<file path="config.mk">
export PLATFORM = sky130hd
export DESIGN_NAME = gpio_port_regs
export DESIGN_NICKNAME = d
export VERILOG_FILES = /design/src/rtl/gpio_port_pkg.sv /design/src/rtl/gpio_in_sync.sv /design/src/rtl/gpio_lock_seq.sv /design/src/rtl/gpio_pin_decode.sv /design/src/rtl/gpio_port_regs.sv
export SDC_FILE = /design/constraint.sdc
export NUM_CORES = 1
export LEC_CHECK = 0
export ABC_AREA = 1
export BUFFER_PORTS_ARGS = -buffer_cell sky130_fd_sc_hd__buf_2
export CORE_UTILIZATION = 40
export DETAILED_ROUTE_END_ITERATION = 8
export PLACE_DENSITY = 0.6
export SYNTH_ARGS = -nofsm -noshare
export SYNTH_HDL_FRONTEND = slang
export SYNTH_SLANG_ARGS = --single-unit
</file>
<file path="constraint.sdc">
create_clock -name clk -period 1.6 [get_ports clk]
set_input_delay 0.32 -clock clk [delete_from_list [all_inputs] [get_ports clk]]
set_output_delay 0.32 -clock clk [all_outputs]
set_load 0.01 [all_outputs]
</file>
<file path="src/rtl/gpio_port_pkg.sv">
package gpio_port_pkg;
    localparam int NPINS        = 16;
    localparam int NIB_W        = 4;
    localparam int PINS_PER_CFG = 8;
    localparam int DATA_W       = 32;
    localparam int ADDR_W       = 3;
    localparam int KEY_BIT      = NPINS;
    localparam int CFG_W        = NPINS * NIB_W;
    localparam logic [NIB_W-1:0] NIB_RESET = 4'b0100;

    localparam logic [ADDR_W-1:0] REG_CFG_LO = 3'd0;
    localparam logic [ADDR_W-1:0] REG_CFG_HI = 3'd1;
    localparam logic [ADDR_W-1:0] REG_IN     = 3'd2;
    localparam logic [ADDR_W-1:0] REG_OUT    = 3'd3;
    localparam logic [ADDR_W-1:0] REG_SETCLR = 3'd4;
    localparam logic [ADDR_W-1:0] REG_CLR    = 3'd5;
    localparam logic [ADDR_W-1:0] REG_LOCK   = 3'd6;

    typedef enum logic [1:0] {
        SEQ_IDLE,
        SEQ_ARMED,
        SEQ_WAIT_KEY,
        SEQ_DONE
    } lock_seq_e;

    typedef struct packed {
        logic [CFG_W-1:0] cfg;
        logic [NPINS-1:0] odr;
    } port_regs_t;

    typedef struct packed {
        lock_seq_e        state;
        logic [NPINS-1:0] mask;
        logic             key;
    } lock_st_t;
endpackage

</file>
<file path="src/rtl/gpio_in_sync.sv">
module gpio_in_sync #(
    parameter int W      = 16,
    parameter int STAGES = 2
) (
    input  logic         clk,
    input  logic         rst_n,
    input  logic [W-1:0] din,
    output logic [W-1:0] dout
);
    logic [STAGES-1:0][W-1:0] sync_d, sync_q;

    always_comb begin
        sync_d[0] = din;
        for (int i = 1; i < STAGES; i++) begin
            sync_d[i] = sync_q[i-1];
        end
    end

    always_ff @(posedge clk or negedge rst_n) begin
        if (!rst_n) sync_q <= '0;
        else        sync_q <= sync_d;
    end

    assign dout = sync_q[STAGES-1];
endmodule

</file>
<file path="src/rtl/gpio_lock_seq.sv">
module gpio_lock_seq
    import gpio_port_pkg::*;
(
    input  logic             clk,
    input  logic             rst_n,
    input  logic             lk_wr,
    input  logic             lk_key,
    input  logic [NPINS-1:0] lk_mask,
    output logic [NPINS-1:0] locked,
    output logic             key_rd,
    output logic [NPINS-1:0] mask_rd
);
    lock_st_t seq_d, seq_q;
    logic     same_mask;

    assign same_mask = (lk_mask == seq_q.mask);

    always_comb begin
        seq_d = seq_q;
        if (lk_wr && seq_q.state != SEQ_DONE) begin
            seq_d.mask = lk_mask;
            case (seq_q.state)
                SEQ_IDLE:
                    seq_d.state = lk_key ? SEQ_ARMED : SEQ_IDLE;
                SEQ_ARMED:
                    if (!lk_key && same_mask) seq_d.state = SEQ_WAIT_KEY;
                    else if (lk_key)          seq_d.state = SEQ_ARMED;
                    else                      seq_d.state = SEQ_IDLE;
                SEQ_WAIT_KEY:
                    if (lk_key && same_mask) begin
                        seq_d.state = SEQ_DONE;
                        seq_d.key   = 1'b1;
                    end else if (lk_key) begin
                        seq_d.state = SEQ_ARMED;
                    end else begin
                        seq_d.state = SEQ_IDLE;
                    end
                default: seq_d.state = SEQ_IDLE;
            endcase
        end
    end

    always_ff @(posedge clk or negedge rst_n) begin
        if (!rst_n) seq_q <= '{state: SEQ_IDLE, mask: '0, key: 1'b0};
        else        seq_q <= seq_d;
    end

    assign locked  = seq_q.key ? seq_q.mask : '0;
    assign key_rd  = seq_q.key;
    assign mask_rd = seq_q.mask;

    AST_KEY_STICKY: assert property (@(posedge clk) disable iff (!rst_n)
        seq_q.key |=> seq_q.key) else $error("key bit dropped");
    AST_MASK_FROZEN: assert property (@(posedge clk) disable iff (!rst_n)
        seq_q.key |=> $stable(seq_q.mask)) else $error("locked mask changed");
    AST_KEY_AFTER_SEQ: assert property (@(posedge clk) disable iff (!rst_n)
        $rose(seq_q.key) |-> ($past(seq_q.state) == SEQ_WAIT_KEY && $past(lk_wr)))
        else $error("key set without sequence");
endmodule

</file>
<file path="src/rtl/gpio_pin_decode.sv">
module gpio_pin_decode
    import gpio_port_pkg::*;
(
    input  logic [CFG_W-1:0] cfg,
    input  logic [NPINS-1:0] odr,
    output logic [NPINS-1:0] oe,
    output logic [NPINS-1:0] od,
    output logic [NPINS-1:0] pull_en,
    output logic [NPINS-1:0] pull_up
);
    for (genvar g = 0; g < NPINS; g++) begin : g_pin
        logic [1:0] dir_code;
        logic [1:0] sty_code;
        assign dir_code   = cfg[g*NIB_W +: 2];
        assign sty_code   = cfg[g*NIB_W+2 +: 2];
        assign oe[g]      = |dir_code;
        assign od[g]      = (|dir_code) & sty_code[0];
        assign pull_en[g] = ~(|dir_code) & (sty_code == 2'b10);
        assign pull_up[g] = pull_en[g] & odr[g];
    end
endmodule

</file>
<file path="src/rtl/gpio_port_regs.sv">
module gpio_port_regs
    import gpio_port_pkg::*;
#(
    parameter int SYNC_STAGES = 2
) (
    input  logic              clk,
    input  logic              rst_n,
    input  logic              bus_wr,
    input  logic [ADDR_W-1:0] bus_addr,
    input  logic [DATA_W-1:0] bus_wdata,
    output logic [DATA_W-1:0] bus_rdata,
    input  logic [NPINS-1:0]  pin_in,
    output logic [NPINS-1:0]  pin_out,
    output logic [NPINS-1:0]  pin_oe,
    output logic [NPINS-1:0]  pin_od,
    output logic [NPINS-1:0]  pin_pull_en,
    output logic [NPINS-1:0]  pin_pull_up
);
    localparam int PAD_W  = DATA_W - NPINS;
    localparam int HALF_W = PINS_PER_CFG * NIB_W;

    port_regs_t       regs_d, regs_q;
    logic [NPINS-1:0] locked;
    logic [NPINS-1:0] idr;
    logic [NPINS-1:0] lock_mask_rd;
    logic             lock_key_rd;
    logic             cfg_wr, sel_hi;

    gpio_in_sync #(.W(NPINS), .STAGES(SYNC_STAGES)) u_sync (
        .clk (clk), .rst_n (rst_n), .din (pin_in), .dout (idr)
    );

    gpio_lock_seq u_lock (
        .clk     (clk),
        .rst_n   (rst_n),
        .lk_wr   (bus_wr && bus_addr == REG_LOCK),
        .lk_key  (bus_wdata[KEY_BIT]),
        .lk_mask (bus_wdata[NPINS-1:0]),
        .locked  (locked),
        .key_rd  (lock_key_rd),
        .mask_rd (lock_mask_rd)
    );

    gpio_pin_decode u_dec (
        .cfg     (regs_q.cfg),
        .odr     (regs_q.odr),
        .oe      (pin_oe),
        .od      (pin_od),
        .pull_en (pin_pull_en),
        .pull_up (pin_pull_up)
    );

    assign cfg_wr = bus_wr && (bus_addr == REG_CFG_LO || bus_addr == REG_CFG_HI);
    assign sel_hi = (bus_addr == REG_CFG_HI);

    always_comb begin
        regs_d = regs_q;
        if (cfg_wr) begin
            for (int p = 0; p < NPINS; p++) begin
                if ((sel_hi == (p >= PINS_PER_CFG)) && !locked[p]) begin
                    regs_d.cfg[p*NIB_W +: NIB_W] =
                        bus_wdata[(p % PINS_PER_CFG)*NIB_W +: NIB_W];
                end
            end
        end
        if (bus_wr) begin
            case (bus_addr)
                REG_OUT:    regs_d.odr = bus_wdata[NPINS-1:0];
                REG_SETCLR: regs_d.odr = (regs_q.odr & ~bus_wdata[DATA_W-1:NPINS])
                                         | bus_wdata[NPINS-1:0];
                REG_CLR:    regs_d.odr = regs_q.odr & ~bus_wdata[NPINS-1:0];
                default: ;
            endcase
        end
    end

    always_ff @(posedge clk or negedge rst_n) begin
        if (!rst_n) begin
            regs_q.cfg <= {NPINS{NIB_RESET}};
            regs_q.odr <= '0;
        end else begin
            regs_q <= regs_d;
        end
    end

    always_comb begin
        case (bus_addr)
            REG_CFG_LO: bus_rdata = regs_q.cfg[HALF_W-1:0];
            REG_CFG_HI: bus_rdata = regs_q.cfg[CFG_W-1:HALF_W];
            REG_IN:     bus_rdata = {{PAD_W{1'b0}}, idr};
            REG_OUT:    bus_rdata = {{PAD_W{1'b0}}, regs_q.odr};
            REG_LOCK:   bus_rdata = {{(PAD_W-1){1'b0}}, lock_key_rd, lock_mask_rd};
            default:    bus_rdata = '0;
        endcase
    end

    assign pin_out = regs_q.odr;

    for (genvar g = 0; g < NPINS; g++) begin : g_lock_chk
        AST_LOCKED_NIBBLE: assert property (@(posedge clk) disable iff (!rst_n)
            locked[g] |=> $stable(regs_q.cfg[g*NIB_W +: NIB_W]))
            else $error("locked nibble changed");
    end

    AST_SET_WINS: assert property (@(posedge clk) disable iff (!rst_n)
        (bus_wr && bus_addr == REG_SETCLR) |=>
        ((regs_q.odr & $past(bus_wdata[NPINS-1:0])) == $past(bus_wdata[NPINS-1:0])))
        else $error("set bit not applied");
    AST_CLR_ONLY: assert property (@(posedge clk) disable iff (!rst_n)
        (bus_wr && bus_addr == REG_CLR) |=>
        ((regs_q.odr & $past(bus_wdata[NPINS-1:0])) == '0))
        else $error("clear bit not applied");
    AST_DIR_EXCL: assert property (@(posedge clk) disable iff (!rst_n)
        (pin_oe & pin_pull_en) == '0)
        else $error("pull enabled on driven pin");
endmodule

</file>
Yosys cells after proc, flatten, opt, wreduce, memory -nomap -nowiden
Cells that the tools add are included.
{"block": "classes", "addsub": 0, "multipliers": 0, "div_mod_pow": 0, "n_lt_le_gt_ge": 0, "eq_ne": 26, "shift": 0, "muxes": 7, "bitwise_logic": 70, "reduce_logical": 76}
{"operator": "32-bit one-hot mux with 5 select lines", "n": 1}
{"operator": "1-bit bitwise AND", "n": 48}
{"operator": "16-bit one-hot mux with 3 select lines", "n": 1}
{"operator": "2-bit equality test, second input constant", "n": 17}
{"operator": "2-bit AND reduction", "n": 17}
{"operator": "16-bit bitwise AND", "n": 2}
{"operator": "16-bit inverter", "n": 2}
{"operator": "2-bit OR reduction", "n": 16}
{"operator": "1-bit logical AND", "n": 21}
{"operator": "1-bit zero test", "n": 17}
{"operator": "1-bit inverter", "n": 17}
{"operator": "16-bit equality test", "n": 1}
{"operator": "16-bit two-way mux", "n": 1}
{"operator": "16-bit OR", "n": 1}
{"operator": "3-bit equality test, second input constant", "n": 3}
{"operator": "3-bit by 2-bit equality test with 1-bit output, second input constant", "n": 2}
{"operator": "2-bit one-hot mux with 3 select lines", "n": 1}
{"operator": "2-bit two-way mux", "n": 2}
{"operator": "3-bit by 1-bit equality test with 1-bit output, second input constant", "n": 1}
{"operator": "3-bit zero test", "n": 1}
{"operator": "3-bit AND reduction", "n": 1}
{"operator": "3-bit nonzero test", "n": 1}
{"operator": "2-bit by 1-bit equality test with 1-bit output, second input constant", "n": 1}
{"operator": "2-bit zero test", "n": 1}
{"operator": "other kinds (3)", "n": 3}
{"block": "totals", "register_bits": 131, "latch_bits": 0, "ram_bits": 0, "mem_bits_ro": 0, "output_inout_bits": 112, "memories": 0}

Longest topological paths before layout
Gate-level depths: netlist of run 1.
{"block": "logic_depth", "ltp_word": 4, "depth_mapped": 9}

Cells and area by module
Synthesis of run 1 repeated with hierarchy kept, for this count alone.
{"block": "unflattened", "hier_cells": 1106, "hier_area_um2": 7598.5}
{"module": "gpio_port_regs", "n_inst": 1, "cells_each": 669, "area_per_inst_um2": 4603.2}
{"module": "gpio_lock_seq", "n_inst": 1, "cells_each": 213, "area_per_inst_um2": 1393.8}
{"module": "gpio_in_sync", "n_inst": 1, "cells_each": 32, "area_per_inst_um2": 800.8}
{"module": "gpio_pin_decode", "n_inst": 1, "cells_each": 192, "area_per_inst_um2": 800.8}

Worst setup path after synthesis of run 1
Ideal clock, no wire load.
{"block": "synth_path", "path_type": "in2out", "from": "input port bus_addr[0]", "to": "output port bus_rdata[10]", "t_arrival_ns": 1.253, "required_ns": 1.280, "slack_ns": 0.027, "cell_stages": 9, "path_buffers": 2, "path_cell_list": "inv_1 > buf_6 > nand2_2 > nor2_4 > buf_2 > nand2_1 > o21ai_0 > nor2_1 > o21ai_0"}
{"block": "synth_via", "elab_chain_cells": 2, "elab_cells_between_ends": 6, "classes_between": "4 x eq/ne; 1 x mux; 1 x reduce/logical"}
{"element": "start: declaration", "line_no": "gpio_port_regs.sv:9", "rtl": "input logic [ADDR_W-1:0] bus_addr,"}
{"element": "3-bit equality test, or another cell as far along", "line_no": "gpio_port_regs.sv:87", "rtl": "case (bus_addr)"}
{"element": "32-bit one-hot mux with 5 select lines *", "line_no": "gpio_port_regs.sv:87"}
{"element": "end: declaration", "line_no": "gpio_port_regs.sv:11", "rtl": "output logic [DATA_W-1:0] bus_rdata,"}
Every way passes the cells marked *; elsewhere a longest branch is shown, timed or not.

Worst setup path in the final report of run 1
{"block": "layout_path", "from": "register regs_q[62] (netlist name)", "to": "output port pin_pull_up[11]"}
{"block": "layout_via", "elab_chain_cells": 3}
{"element": "2-bit equality test", "line_no": "gpio_pin_decode.sv:18", "rtl": "assign pull_en[g] = ~(|dir_code) & (sty_code == 2'b10);"}
{"element": "1-bit bitwise AND", "line_no": "gpio_pin_decode.sv:18"}
{"element": "1-bit bitwise AND", "line_no": "gpio_pin_decode.sv:19", "rtl": "assign pull_up[g] = pull_en[g] & odr[g];"}
{"element": "end: declaration", "line_no": "gpio_port_regs.sv:17", "rtl": "output logic [NPINS-1:0] pin_pull_up"}
No other way between the ends.

==> flow_metrics.py, run 1 <==
metrics = {
    "run_status": {
        "outcome": "complete, but fails checks",
        "violations": "negative setup slack",
    },
    "synth": {
        "synth_edf_count": 0,
        "synthMuxAreaShare": 0,
        "synthCells": 766,
        "synth-simple-area-share": 0.198,
        "ys_types": 31,
        "syn_nets": 820,
        "synth-compound-area-share": 0.166,
        "synth_area_sq_um": 6380,
        "ys_seq_area_frac": 0.517,
        "syn_avg_cell_area_sq_um": 8.33,
        "synth-async-reset-ratio": 1.00,
        "ys_warn_count": 0,
        "yosys.area_share.adder": 0,
        "synth_seq_cells": 131,
        "synth_xor_area_frac": 0.00961,
        "synth_top_family_by_area": "simple AND/OR/NAND/NOR gates",
        "synth_ff_type": "dfrtp_1",
    },
    "routing": {
        "drcViolationCount": 0,
        "vias": 6509,
        "final_antenna_net_count": 0,
        "dr.first_iter.drc_count": 422,
        "drtPass1Iterations": 5,
        "vias_per_cell": 5.09,
        "wl_per_cell_um": 17.3,
        "totalWireLength_um": 22100,
    },
    "global_route": {
        "grt-ovfl-total": 0,
        "grt_pass1_vias": 6148,
        "antenna_found_initial": 0,
        "track_usage": 0.272,
        "grt_pass1_wl_um": 33300,
        "grt_max_degree": 43,
    },
    "placement": {
        "place_inst": 1149,
        "io_buffers": 165,
        "dpl.hpwl_um": 15200,
        "gp_congestion": 0.863,
    },
    "critical_path": {
        "regToRegSetupSlack_ns": 0.16,
        "critical-path-max-stage-delay_ns": 0.38,
        "worst-path-max-fanout": 3,
        "r2r_cells": 9,
        "path_class": "reg -> out",
        "end_kind": "output port",
        "crit_top_cell": "buf_4",
        "r2r-end": "u_lock.seq_q[18]",
        "cpMaxStageDelayCell": "dfstp_2",
        "worstPathRequired_ns": 1.28,
        "crit_arrival_ns": 1.46,
        "crit_chain": "buf_4 > nor4_2 > buf_4 > buf_6",
        "worstReg2RegStart": "u_lock.mask_rd[5]",
        "start_kind": "register",
    },
    "final_layout": {
        "seqCellArea_sq_um": 3300,
        "antenna_cells": 0,
        "area_growth_pct": 52.0,
        "final_common_cell": "buf_2",
        "drive_above_1_share": 0.491,
        "final.fill_count": 1299,
        "multi_input_area_sq_um": 2880,
        "nNetsFinal": 1110,
        "final_cells": 1280,
        "final_cell_mix": "158 x buf_2, 156 x nand2_1, 115 x dfrtp_1",
    },
    "pwr": {
        "power.density_nw_per_um2": 1210,
        "ir_drop_uv": 1000,
        "leakage_nw": 4.80,
    },
    "timing": {
        "tightest_slew_ns": 0.384,
        "setup_viol": 54,
        "hold_violations": 0,
        "min_period_over_period": 1.11,
        "skew_ns": 0.00747,
        "fin_ws_ns": -0.183,
        "whs_ns": 0.00858,
        "max_slew_margin": 0.744,
        "layout_min_cycle_time_ns": 1.78,
        "slew_violations": 0,
        "rsz0062_at_grt": "true",
        "fmax_ghz": 0.561,
        "finalSetupTns_ns": -3.07,
    },
    "hold_path": {
        "worstHoldEndpoint": "u_sync.sync_d[26]",
        "min-delay-start": "pin_in[10]",
        "hold_path.class": "in -> reg",
        "hold_depth": 1,
    },
    "clocking": {
        "clk_pin_slew_ns": 0.06,
        "cts_num_sinks": 131,
        "clkLatencyLatePin_ns": 0.42,
        "cts-root-buf": "clkbuf_16",
        "clockBufferDepth": 2,
        "cts_buffers": 17,
        "cts_tree": "done",
        "cts_max_level": 4,
    },
    "floorplanning": {
        "dieArea_sq_um": 16500,
        "ioPinCount": 166,
        "rows": 45,
        "core_area_sq_um": 15400,
        "start_util": 0.415,
        "die_h_um": 128,
        "die_w_um": 128,
    },
    "flow_run": {
        "drv_cap": 0,
    },
}
==> worst max path at each step <==
stage	start	end	slack (ns)	cells past startpoint
2_1_floorplan	bus_addr[0]	bus_rdata[10]	0.03	9
3_3_place_gp	bus_addr[0]	bus_rdata[7]	-0.14	8
3_5_place_dp	bus_addr[0]	bus_rdata[14]	-0.14	8
4_1_cts	regs_q[62]	pin_pull_up[11]	-0.18	4
5_1_grt	regs_q[62]	bus_rdata[14]	-0.24	5
6_report	regs_q[62]	pin_pull_up[11]	-0.18	4
==> timing repair <==
action                                  in CTS  in global routing
gates cloned                                 0                  1
gates resized for setup                    139                 83
endpoints found under the setup margin      68                 74
buffers inserted                            61                 27
hold buffers                                14                  0
endpoints found under the hold margin       31                  0
pin swaps                                   48                 36
==> Yosys cell counts (2+ instances only) <==
cell type	instances	area (sq um)
dfrtp_1	115	2880
o21ai_2	17	149
inv_1	124	465
nand3_2	2	20.0
buf_4	17	128
o22ai_1	40	250
nand3_1	17	85.1
clkbuf_1	2	7.51
o21ai_1	40	200
buf_2	9	45.0
nand2_4	2	22.5
nand2_2	5	31.3
o21ai_0	88	440
inv_2	2	7.51
nor2_8	2	40.0
xnor2_1	7	61.3
buf_1	2	7.51
nor2_4	2	22.5
dfstp_2	16	420
nand4_1	9	56.3
buf_6	3	33.8
nor2_2	2	12.5
nor2_1	45	169
nand2_1	160	601
nor4_1	16	100
nor3_1	17	85.1
==> power breakdown <==
part / internal (mW) / switching [mW]
combinational: 1.57 / 1.94
sequential: 3.88 / 0.433
clock: 2.45 / 1.46
total: 7.90 / 3.84
==> stage by stage <==
stage | util | power [mW] | area (sq um) | worst slack (ns)
6_report | 0.631 | 11.7 | 9700 | -0.183
5_1_grt | 0.631 | 12.3 | 9700 | -0.237
4_1_cts | 0.598 | 11.3 | 9190 | -0.183
3_5_place_dp | 0.500 | 6.64 | 7680 | -0.137
3_3_place_gp | 0.500 | 6.61 | 7680 | -0.141
2_1_floorplan | - | 5.65 | 6380 | 0.0266
==> critical path: cells and delay by family (launching register included) <==
family                 cells  cell delay, ns
and+or+nand+nor            1            0.26
buffers and inverters      3            0.39
DFF                        1            0.38
==> cell type report <==
class | count | share of cell area
flip-flops and latches | 131 | 0.340
clock inverters | 9 | 0.0107
repair buffers | 304 | 0.224
clock buffers | 23 | 0.0503
inverters | 127 | 0.0501
multi-input cells | 475 | 0.297
well taps | 211 | 0.0272
==> state kept, by name, summed over array words and instances (netlist names) <==
name,cells
u_lock.mask_rd,16
pin_out,16
u_sync.dout,16
u_sync.sync_d,16
u_lock.key_rd,1
u_lock.seq_q,2
regs_q,64
==> cell families (layout without fill, tap and decap cells) <==
| family | after synthesis | in the layout |
|---|---|---|
| buffers and inverters | 160 | 463 |
| and+or+nand+nor | 280 | 280 |
| DFF | 131 | 131 |
| AOI/OAI and AO/OA | 188 | 188 |
| xor gates and xnor gates | 7 | 7 |
==> per-layer routing <==
metal  GRT usage  part of all wire  vias to the layer above
met5           0                 0                        -
met4      0.0907             0.022                        0
met3      0.0630             0.078                       40
met2       0.424              0.46                      272
met1       0.373              0.44                     3106
li1            -                 -                     3091
Note: power is estimated with default switching activity, not from simulation.
==> run 2: changes to the inputs <==
- PLACE_DENSITY: 0.6 -> 0.63
- clock period: 1.6 -> 1.4 ns (I/O delays scaled with it)
==> run 2 against run 1 <==
The flow still finishes with violations (negative setup slack). Sequential power up 15%. Via count grew 5.5%. Wire length up 8.7%. Flip-flop and latch count did not move. Register-to-register slack lost 0.13 ns. Critical endpoint is now bus_rdata[2]. Largest cell class unchanged.
==> flow_metrics.py, run 2 (synthesis results as in run 1) <==
metrics = {
    "run_status": {
        "outcome": "complete, but fails checks",
        "violations": "negative setup slack",
    },
    "floorplanning": {
        "core_area_sq_um": 15400,
        "die_h_um": 128,
        "start_util": 0.415,
        "dieArea_sq_um": 16500,
        "rows": 45,
        "die_w_um": 128,
        "ioPinCount": 166,
    },
    "final_layout": {
        "area_growth_pct": 62.8,
        "final_common_cell": "nand2_1",
        "regMostFlops": "regs_q",
        "nNetsFinal": 1149,
        "final_area_sq_um": 10400,
        "drive_above_1_share": 0.517,
        "final_cell_mix": "148 x nand2_1, 137 x buf_2, 118 x buf_4",
        "antenna_cells": 0,
        "largest_reg_flops": 64,
    },
    "critical_path": {
        "crit_end": "bus_rdata[2]",
        "r2r_cells": 5,
        "r2r-end": "regs_q[72]",
        "worstReg2RegStart": "u_lock.key_rd",
        "start_kind": "register",
        "crit_start": "regs_q[50]",
        "crit_arrival_ns": 1.46,
        "worst-path-max-fanout": 2,
        "regToRegSetupSlack_ns": 0.03,
        "worstPathRequired_ns": 1.12,
        "end_kind": "output port",
        "path_class": "reg -> out",
    },
    "routing": {
        "final_antenna_net_count": 0,
        "drtPass1Iterations": 8,
        "vias": 6867,
        "vias_per_cell": 5.21,
        "dr.first_iter.drc_count": 536,
        "totalWireLength_um": 24000,
        "wl_per_cell_um": 18.2,
        "drcViolationCount": 0,
    },
    "global_route": {
        "grt-ovfl-total": 0,
        "top_usage_layer": "met2",
        "grt_max_degree": 66,
        "grtUsageMet1": 0.384,
        "grt_pass1_vias": 6512,
        "gr-usage-met2": 0.472,
        "grt_pass1_wl_um": 35200,
        "antenna_found_initial": 0,
        "met3_usage": 0.0584,
        "track_usage": 0.290,
    },
    "placement": {
        "gp_congestion": 0.854,
        "place_ws_ns": -0.322,
        "dpl.hpwl_um": 15600,
        "io_buffers": 165,
        "placed_area_sq_um": 7800,
    },
    "timing": {
        "slew_violations": 0,
        "tightest_slew_ns": 0.382,
        "max_slew_margin": 0.746,
        "hold_violations": 0,
        "min_period_over_period": 1.24,
        "finalSetupTns_ns": -17.48,
        "layout_min_cycle_time_ns": 1.74,
        "setup_viol": 98,
        "fmax_ghz": 0.575,
        "rsz0062_at_grt": "true",
        "fin_ws_ns": -0.340,
        "skew_ns": 0.00600,
    },
    "flow_run": {
        "drv_cap": 0,
    },
    "clocking": {
        "cts-root-buf": "clkbuf_16",
        "clockBufferDepth": 2,
        "cts_buffers": 17,
        "cts_num_sinks": 131,
        "clk_pin_slew_ns": 0.06,
        "cts_tree": "done",
        "cts_max_level": 4,
        "clkLatencyLatePin_ns": 0.42,
    },
    "pwr": {
        "leakage_nw": 5.11,
        "ir_drop_uv": 917,
        "power.density_nw_per_um2": 1360,
    },
    "hold_path": {
        "hold_path.class": "in -> reg",
    },
}
-- run 2: changes by cell type in the layout (fill, tap and decap cells not counted), sizes merged --
cell / previous run / this run
bufinv: 2 / 3
buf: 289 / 324
clkinvlp: 2 / 0
clkbuf: 24 / 27
dlygate4sd3: 14 / 17
clkinv: 6 / 3
nand2: 167 / 168
-- run 2: worst min-delay path by stage --
stage | cells past startpoint | startpoint | to
after detailed placement | 1 | rst_n | u_sync.dout[3]
after global routing | 3 | bus_wdata[30] | regs_q[78]
final | 3 | bus_wdata[22] | regs_q[70]
after floorplan | 0 | rst_n | pin_out[0]
after global placement | 1 | rst_n | u_sync.dout[0]
after CTS | 3 | bus_wdata[30] | regs_q[78]
-- run 2: layer usage --
metal	wire (um)	vias up	part of all wire
met5	0	-	0
met4	610	0	0.025
met3	1980	44	0.082
met2	11600	359	0.48
met1	9810	3310	0.41
li1	-	3154	-
-- run 2: cell type report --
class	count	area [sq um]
clock inverters	5	100
fillers	1184	4980
well taps	211	264
clock buffers	26	499
flip-flops and latches	131	3300
repair buffers	342	2670
inverters	127	493
multi-input cells	476	3070
-- run 2: report_power, final --
part	leakage, nW	switching [mW]	internal, mW	total (mW)
Clock	0.294	1.61	2.98	4.58
Combinational	3.24	2.45	2.16	4.61
Sequential	1.58	0.524	4.44	4.96
-- run 2: what timing repair did --
item	CTS	global route
gates resized for setup	165	121
hold buffers	17	0
buffers inserted	70	32
setup endpoints to repair	96	129
pin swaps	46	45
hold endpoints to repair	131	0
cloned	2	1
-- run 2: through the flow --
stage,instances,hold WS (ns),power [mW],util
after floorplan,766,-0.0156,6.46,-
after detailed placement,1171,0.110,7.73,0.508
final,1318,0.105,14.1,0.676
after CTS,1291,0.0914,13.3,0.626
after global placement,1171,0.110,7.70,0.508
after global routing,1318,0.105,14.7,0.676
-- run 2: worst max-delay path, cell delays in order, from the launching register on --
cell     delay (ns)
dfstp_2        0.55
inv_2          0.05
o21ai_2        0.12
nor2_1         0.05
o21ai_1        0.10
buf_2          0.16
